--- config.mk ---
export PLATFORM = sky130hd
export DESIGN_NAME = xy_route_unit
export DESIGN_NICKNAME = d
export VERILOG_FILES = /design/src/rtl/xyr_pkg.sv /design/src/rtl/xyr_addr_decode.sv /design/src/rtl/xyr_dir_select.sv /design/src/rtl/xyr_route_hold.sv /design/src/rtl/xy_route_unit.sv
export SDC_FILE = /design/constraint.sdc
export NUM_CORES = 1
export LEC_CHECK = 0
export BUFFER_PORTS_ARGS = -buffer_cell sky130_fd_sc_hd__buf_2
export CORE_AREA = 2 2 39 41
export CTS_BUF_LIST = sky130_fd_sc_hd__clkbuf_4 sky130_fd_sc_hd__clkbuf_8
export CTS_CLUSTER_SIZE = 16
export DETAILED_ROUTE_END_ITERATION = 10
export DIE_AREA = 0 0 41 43
export PLACE_DENSITY = 0.68
export SKIP_CTS_REPAIR_TIMING = 1
export SYNTH_ARGS = -nofsm -noshare
export SYNTH_HDL_FRONTEND = slang
export SYNTH_HIERARCHICAL = 1
export SYNTH_SLANG_ARGS = --single-unit
--- constraint.sdc ---
create_clock -name clk -period 1.8 [get_ports clk]
set_input_delay 0.09 -clock clk [delete_from_list [all_inputs] [get_ports clk]]
set_output_delay 0.09 -clock clk [all_outputs]
set_load 0.01 [all_outputs]
--- src/rtl/xyr_pkg.sv ---
package xyr_pkg;
  typedef enum logic [1:0] {
    FK_HEAD = 2'b00,
    FK_BODY = 2'b01,
    FK_TAIL = 2'b10,
    FK_RSVD = 2'b11
  } flit_kind_e;

  localparam int PORT_N  = 5;
  localparam int P_LOCAL = 0;
  localparam int P_NORTH = 1;
  localparam int P_EAST  = 2;
  localparam int P_SOUTH = 3;
  localparam int P_WEST  = 4;
endpackage

--- src/rtl/xyr_addr_decode.sv ---
module xyr_addr_decode #(
  parameter int ADDR_W    = 5,
  parameter int MESH_ROWS = 4,
  parameter int MESH_COLS = 4
) (
  input  logic [ADDR_W-1:0] node,
  output logic [ADDR_W-1:0] col,
  output logic [ADDR_W-1:0] row,
  output logic              in_mesh
);
  localparam int              NODES  = MESH_ROWS * MESH_COLS;
  localparam logic [ADDR_W-1:0] COLS_V = ADDR_W'(MESH_COLS);

  // row-major numbering: column is the remainder, row the quotient
  always_comb begin
    col     = node % COLS_V;
    row     = node / COLS_V;
    in_mesh = (32'(node) < 32'(NODES));
  end
endmodule

--- src/rtl/xyr_dir_select.sv ---
module xyr_dir_select
  import xyr_pkg::*;
#(
  parameter int ADDR_W  = 5,
  parameter int OWN_COL = 1,
  parameter int OWN_ROW = 1
) (
  input  logic [ADDR_W-1:0] dst_col,
  input  logic [ADDR_W-1:0] dst_row,
  output logic [PORT_N-1:0] dir_oh
);
  localparam logic [ADDR_W-1:0] OC = ADDR_W'(OWN_COL);
  localparam logic [ADDR_W-1:0] OR = ADDR_W'(OWN_ROW);

  // X settled fully before Y is looked at
  always_comb begin
    dir_oh = '0;
    if (dst_col < OC)       dir_oh[P_WEST]  = 1'b1;
    else if (dst_col > OC)  dir_oh[P_EAST]  = 1'b1;
    else if (dst_row < OR)  dir_oh[P_NORTH] = 1'b1;
    else if (dst_row > OR)  dir_oh[P_SOUTH] = 1'b1;
    else                    dir_oh[P_LOCAL] = 1'b1;
  end
endmodule

--- src/rtl/xyr_route_hold.sv ---
module xyr_route_hold
  import xyr_pkg::*;
(
  input  logic              clk,
  input  logic              rst_n,
  input  logic              head_vld,
  input  logic              head_pop,
  input  logic              is_head,
  input  logic              is_tail,
  input  logic              hdr_ok,
  input  logic [PORT_N-1:0] dir_oh,
  output logic [PORT_N-1:0] route_req,
  output logic              locked
);
  logic [PORT_N-1:0] held_q;
  logic              capture;
  logic              release_pkt;

  assign capture     = !locked && head_vld && is_head && hdr_ok;
  assign release_pkt = locked && head_vld && head_pop && is_tail;

  always_ff @(posedge clk or negedge rst_n) begin
    if (!rst_n) begin
      locked <= 1'b0;
      held_q <= '0;
    end else if (capture) begin
      locked <= 1'b1;
      held_q <= dir_oh;
    end else if (release_pkt) begin
      locked <= 1'b0;
      held_q <= '0;
    end
  end

  always_comb begin
    if (locked)       route_req = held_q;
    else if (capture) route_req = dir_oh;
    else              route_req = '0;
  end


  lock_on_header_chk: assert property (@(posedge clk) disable iff (!rst_n)
    (!locked && head_vld && is_head && hdr_ok) |=> locked);


  route_held_chk: assert property (@(posedge clk) disable iff (!rst_n)
    (locked && !(head_vld && head_pop && is_tail)) |=> (locked && $stable(route_req)));


  tail_release_chk: assert property (@(posedge clk) disable iff (!rst_n)
    (locked && head_vld && head_pop && is_tail) |=> !locked);


  no_lock_midpkt_chk: assert property (@(posedge clk) disable iff (!rst_n)
    (!locked && !(head_vld && is_head)) |=> !locked);
endmodule

--- src/rtl/xy_route_unit.sv ---
module xy_route_unit
  import xyr_pkg::*;
#(
  parameter int MESH_ROWS = 4,
  parameter int MESH_COLS = 4,
  parameter int ADDR_W    = 5,
  parameter int FLIT_W    = 12,
  parameter int NODE_ID   = 5
) (
  input  logic              clk,
  input  logic              rst_n,
  input  logic              head_vld,
  input  logic [FLIT_W-1:0] head_flit,
  input  logic              head_pop,
  output logic [4:0]        route_req,
  output logic              route_locked,
  output logic              route_err
);
  localparam int OWN_COL = NODE_ID % MESH_COLS;
  localparam int OWN_ROW = NODE_ID / MESH_COLS;
  localparam int KIND_LO = FLIT_W - 2;

  flit_kind_e        kind;
  logic [ADDR_W-1:0] dst_node, dst_col, dst_row;
  logic              dst_in_mesh;
  logic [PORT_N-1:0] dir_oh;
  logic              is_head, is_tail, hdr_ok;

  assign kind     = flit_kind_e'(head_flit[FLIT_W-1:KIND_LO]);
  assign dst_node = head_flit[ADDR_W-1:0];
  assign is_head  = (kind == FK_HEAD);
  assign is_tail  = (kind == FK_TAIL);
  assign hdr_ok   = is_head && dst_in_mesh;

  xyr_addr_decode #(
    .ADDR_W(ADDR_W), .MESH_ROWS(MESH_ROWS), .MESH_COLS(MESH_COLS)
  ) u_dec (
    .node(dst_node), .col(dst_col), .row(dst_row), .in_mesh(dst_in_mesh)
  );

  xyr_dir_select #(
    .ADDR_W(ADDR_W), .OWN_COL(OWN_COL), .OWN_ROW(OWN_ROW)
  ) u_dir (
    .dst_col(dst_col), .dst_row(dst_row), .dir_oh(dir_oh)
  );

  xyr_route_hold u_hold (
    .clk(clk), .rst_n(rst_n), .head_vld(head_vld), .head_pop(head_pop),
    .is_head(is_head), .is_tail(is_tail), .hdr_ok(hdr_ok), .dir_oh(dir_oh),
    .route_req(route_req), .locked(route_locked)
  );

  assign route_err = head_vld &&
                     ((kind == FK_RSVD) || (!route_locked && is_head && !dst_in_mesh));


  onehot_route_chk: assert property (@(posedge clk) disable iff (!rst_n)
    $onehot0(route_req));


  err_no_route_chk: assert property (@(posedge clk) disable iff (!rst_n)
    (route_err && !route_locked) |-> (route_req == '0));


  err_no_lock_chk: assert property (@(posedge clk) disable iff (!rst_n)
    (route_err && !route_locked) |=> !route_locked);
endmodule

Yosys cells after proc, flatten, opt, wreduce, memory -nomap -nowiden
Cells that the tools add are included.
{"block": "totals", "register_bits": 6, "in_bits": 16, "output_inout_bits": 7, "wordCells": 40}
{"block": "op_classes", "order_cmp": 5, "eq_ne": 2, "muxes": 16, "n_reduce_logical": 15}
{"op": "5-bit 2-to-1 mux", "n": 4}
{"op": "1-bit logical AND", "n": 10}
{"op": "1-bit 2-to-1 mux", "n": 10}
{"op": "5-bit < comparator, second input constant", "n": 1}
{"op": "2-bit equality test, second input constant", "n": 2}
{"op": "4-bit 2-to-1 mux", "n": 1}
{"op": "3-bit by 1-bit greater-than comparator with 1-bit output, second input constant", "n": 1}
{"op": "3-bit by 1-bit < comparator with 1-bit output, second input constant", "n": 1}
{"op": "2-bit by 1-bit greater-than comparator with 1-bit output, second input constant", "n": 1}
{"op": "1-bit logical NOT", "n": 2}
{"op": "2-bit logical NOT", "n": 1}
{"op": "2-bit by 1-bit < comparator with 1-bit output, second input constant", "n": 1}
{"op": "2-bit 2-to-1 mux", "n": 1}
{"op": "2-bit nonzero test", "n": 1}
{"op": "1-bit logical OR", "n": 1}

Logic depth before layout (Yosys ltp)
{"block": "logic_depth", "word_depth": 7, "ltp_mapped": 6, "depth_no_buf": 5}

Cells and area by module
The synthesis kept the hierarchy.
{"module": "xyr_route_hold", "instances": 1, "cells_each": 37, "area_each_um2": 336.6, "seq_area_each_um2": 150.1}
{"module": "xyr_addr_decode", "instances": 1, "cells_each": 12, "area_each_um2": 82.6, "seq_area_each_um2": 0.0}
{"module": "xyr_dir_select", "instances": 1, "cells_each": 9, "area_each_um2": 51.3, "seq_area_each_um2": 0.0}
{"module": "xy_route_unit", "instances": 1, "cells_each": 6, "area_each_um2": 37.5, "seq_area_each_um2": 0.0}

Worst setup path before layout
Ideal clock, no wire load.
{"block": "synth_timing", "kind": "input-to-output", "startpoint": "input head_flit[1]", "endpoint": "output route_req[0]", "arrival_ps": 1206, "t_required_ps": 1710, "slack_ps": 504, "path_stages": 6, "path_cell_list": "buf_4 > or4_1 > clkbuf_2 > nor4_1 > nand2_1 > nand2_1"}
{"block": "synth_via", "elab_chain_len": 5, "word_cells_on_any_way": 9, "classes_between": "order compare (3); mux (4); reduce/logical (2)"}
{"element": "start: declaration", "line_no": "xy_route_unit.sv:13", "rtl": "input logic [FLIT_W-1:0] head_flit,"}
{"element": "2-bit by 1-bit greater-than comparator with 1-bit output", "line_no": "xyr_dir_select.sv:19", "rtl": "else if (dst_col > OC) dir_oh[P_EAST] = 1'b1;"}
{"element": "2-bit 2-to-1 mux", "line_no": "xyr_dir_select.sv:19"}
{"element": "4-bit 2-to-1 mux *", "line_no": "xyr_dir_select.sv:18", "rtl": "if (dst_col < OC) dir_oh[P_WEST] = 1'b1;"}
{"element": "named net dir_oh[0]", "line_no": "xy_route_unit.sv:26", "rtl": "logic [PORT_N-1:0] dir_oh;"}
{"element": "5-bit 2-to-1 mux *", "line_no": "xyr_route_hold.sv:37", "rtl": "else if (capture) route_req = dir_oh;"}
{"element": "5-bit 2-to-1 mux *", "line_no": "xyr_route_hold.sv:36", "rtl": "if (locked) route_req = held_q;"}
{"element": "end: declaration", "line_no": "xy_route_unit.sv:15", "rtl": "output logic [4:0] route_req,"}
The timed path passes the listed nets; every way through them passes the cells marked *.

Worst setup path in the final report
{"block": "layout_timing", "startpoint": "register u_hold.locked", "endpoint": "output route_req[2]"}
{"block": "layout_via", "elab_chain_len": 6}
{"element": "start: declaration", "line_no": "xyr_route_hold.sv:13", "rtl": "output logic locked"}
{"element": "start signal: assignment", "line_no": "xyr_route_hold.sv:24", "rtl": "locked <= 1'b0;"}
{"element": "start signal: assignment", "line_no": "xyr_route_hold.sv:27", "rtl": "locked <= 1'b1;"}
{"element": "start signal: assignment", "line_no": "xyr_route_hold.sv:30", "rtl": "locked <= 1'b0;"}
{"element": "1-bit logical NOT", "line_no": "xyr_route_hold.sv:19", "rtl": "assign capture = !locked && head_vld && is_head && hdr_ok;"}
{"element": "1-bit logical AND (3 in series)", "line_no": "xyr_route_hold.sv:19"}
{"element": "5-bit 2-to-1 mux", "line_no": "xyr_route_hold.sv:37"}
{"element": "5-bit 2-to-1 mux *", "line_no": "xyr_route_hold.sv:36"}
Mark *: on every way between the ends. The rest lies on a longest branch, timed or not.

==> results.sh <==
export IMPL_slew_viol_final=0
export IMPL_cts_buffers=3
export IMPL_crit_slowest_cell="dfrtp_1"
export IMPL_cts_tree="built"
export IMPL_fp_dieH_um=43
export IMPL_post_route_drc_count=0
export IMPL_grt_total_usage_pct=10.86
export IMPL_status="finished clean"
export IMPL_avgSynthCellArea_um2=7.937
export IMPL_finalNetCount=94
export IMPL_cp_start_kind="flip-flop"
export IMPL_path_cells="and4b_1, nand2_1, nand2_1, buf_2"
export IMPL_num_rows=14
export IMPL_finalWorstSetupSlack_ps=233.8
export IMPL_vias=391
export IMPL_ys_warn_count=6
export IMPL_clk_latency_ps=230
export IMPL_hp_class="primary input to flip-flop"
export IMPL_first_pass_iters=4
export IMPL_finalPower_uw=441.9
export IMPL_grt_first_pass_wirelength_mm=1.235
export IMPL_clk_pin_slew_ps=40
export IMPL_die_x_um=41
export IMPL_hpwl_um=668.8
export IMPL_n_antenna_cell=0
export IMPL_ant_nets=0
export IMPL_max_stage_delay_ps=470
export IMPL_drt_wl_total_um=770
export IMPL_synthCells=64
export IMPL_core_mm2=0.001384
export IMPL_vdd_drop_max_uv=366.4
export IMPL_post_place_ws_ps=389.9
export IMPL_cp_max_fo=10
export IMPL_power_density_mw_per_mm2=791.8
export IMPL_routedWlPerCell_um=8.370
export IMPL_antenna_found_initial=0
export IMPL_max_cap_violations=0
export IMPL_grt_pass1_vias=331
export IMPL_period_share_pct=87.01
export IMPL_ios=23
export IMPL_p_leak_uw=0.0003234
export IMPL_synth_cell_type_count=19
export IMPL_grt_start_max_net_pins=11
export IMPL_clock_path_buffers=2
export IMPL_initialDrtViolationCount=5
export IMPL_end_kind="output pin"
export IMPL_synthesis_area_um2=508.0
export IMPL_drive_above_1_share_pct=36.84
export IMPL_htreeDepth=1
export IMPL_rsz0062_at_grt="no"
export IMPL_via_per_inst=4.250
export IMPL_period_needed_ps=1566
export IMPL_syn_to_final_growth_pct=9.852
export IMPL_hold_viol=0
export IMPL_ys_seq_area_share_pct=29.56
export IMPL_clock_sinks=6
export IMPL_initial_core_util_pct=36.71
export IMPL_cts_root_buf="clkbuf_4"
export IMPL_critical_path_most_common_cell="nand2_1"
export IMPL_cp_data_required_time_ps=1710
export IMPL_fmax_mhz=638.5
export IMPL_n_fill_cell=151
export IMPL_finalSetupTns_ps=0
export IMPL_synth_seq_cells=6
export IMPL_place_gp_congestion=0.6930
export IMPL_die_area_mm2=0.001763
export IMPL_crit_type="flip-flop to output pin"
export IMPL_grt_overflow=0
export IMPL_io_buffers=17
export IMPL_setup_viol=0
export IMPL_arrival_ps=1480
export IMPL_finClkSkew_ps=0.1530
-- synth_stat cells, drive strengths merged --
cell / number / share of area (%)
dfrtp: 6 / 30
conb: 1 / 0.74
nand2: 16 / 12
nor4: 2 / 2.5
a21o: 1 / 1.7
nor2: 2 / 1.5
buf: 12 / 19
o21ai: 5 / 8.6
a41o: 1 / 4.2
and2: 1 / 1.2
or4: 3 / 4.4
a21boi: 1 / 1.5
inv: 8 / 5.9
clkbuf: 1 / 0.98
and4b: 1 / 2.0
and2b: 1 / 1.7
nand3: 1 / 0.98
nor3b: 1 / 1.5
-- critical path, delay by kind of cell, from the launching register on --
family	cells	cell delay, ps
flip-flops	1	470
buffers and inverters	1	130
AND/OR/NAND/NOR	3	640
-- area by class of cell --
type	count	area, µm²	area share, %
inverters	8	30.03	5.381
multi-input cells	41	240.2	43.05
flip-flops and latches	6	150.1	26.91
well taps	16	20.02	3.587
repair buffers	18	95.09	17.04
clock buffers	3	22.52	4.036
-- cell usage in the layout, fill, tap and decap left out, types with 2 or more instances in the layout --
master and count:
buf_2 17, clkbuf_4 3, conb_1 5, dfrtp_1 6
inv_1 8, nand2_1 16, nor2_1 2, nor4_1 2
o21ai_2 5, or4_1 3
-- sequential cells by signal (all words and copies together) (netlist names) --
name,flops
u_hold/locked,1
u_hold/held_q,5
-- cell families after synthesis --
family	count (synthesis)	synth area share, %
AO/OA/AOI/OAI	8	16.01
buffers and inverters	21	26.11
flip-flops	6	29.56
other	1	0.7382
AND/OR/NAND/NOR	28	27.59
-- report_power, final --
part | internal [µW] | switching (µW) | leakage, µW
registers | 175 | 24.0 | 0.0000750
logic | 64.1 | 64.0 | 0.000235
clock network | 74.8 | 40.2 | 0.0000138
-- layer usage --
metal,part of all wire [%],track usage (%)
met1,42,12.67
met2,53,15.00
met3,4.3,1.571
met4,1.3,12.00
met5,0,0
-- per-stage QoR --
step           hold WS (ps)  util (%)  cell area [µm²]  instances
5_1_grt               166.5     40.33            558.0         92
3_5_place_dp         -84.66     37.97            525.5         88
3_3_place_gp         -87.07     37.97            525.5         88
2_1_floorplan        -205.6         -            523.0         68
4_1_cts              -342.5     39.60            548.0         91
6_report              163.6     40.33            558.0         92
-- final timing paths --
check | start | endpoint | slack, ps | cells past startpoint
max reg2reg | u_hold/locked$_DFFE_PN0P_ | u_hold/held_q[4]$_DFFE_PN0P_ | 490 | 3
max in group asynchronous | rst_n | u_hold/held_q[3]$_DFFE_PN0P_ | 1450 | 2
min | head_flit[0] | u_hold/held_q[4]$_DFFE_PN0P_ | 160 | 4
min reg2reg | u_hold/held_q[2]$_DFFE_PN0P_ | u_hold/held_q[2]$_DFFE_PN0P_ | 520 | 2
max | u_hold/locked$_DFFE_PN0P_ | route_req[2] | 230 | 4
min in group asynchronous | rst_n | u_hold/locked$_DFFE_PN0P_ | 210 | 2
Note: power is estimated with default switching activity, not from simulation.
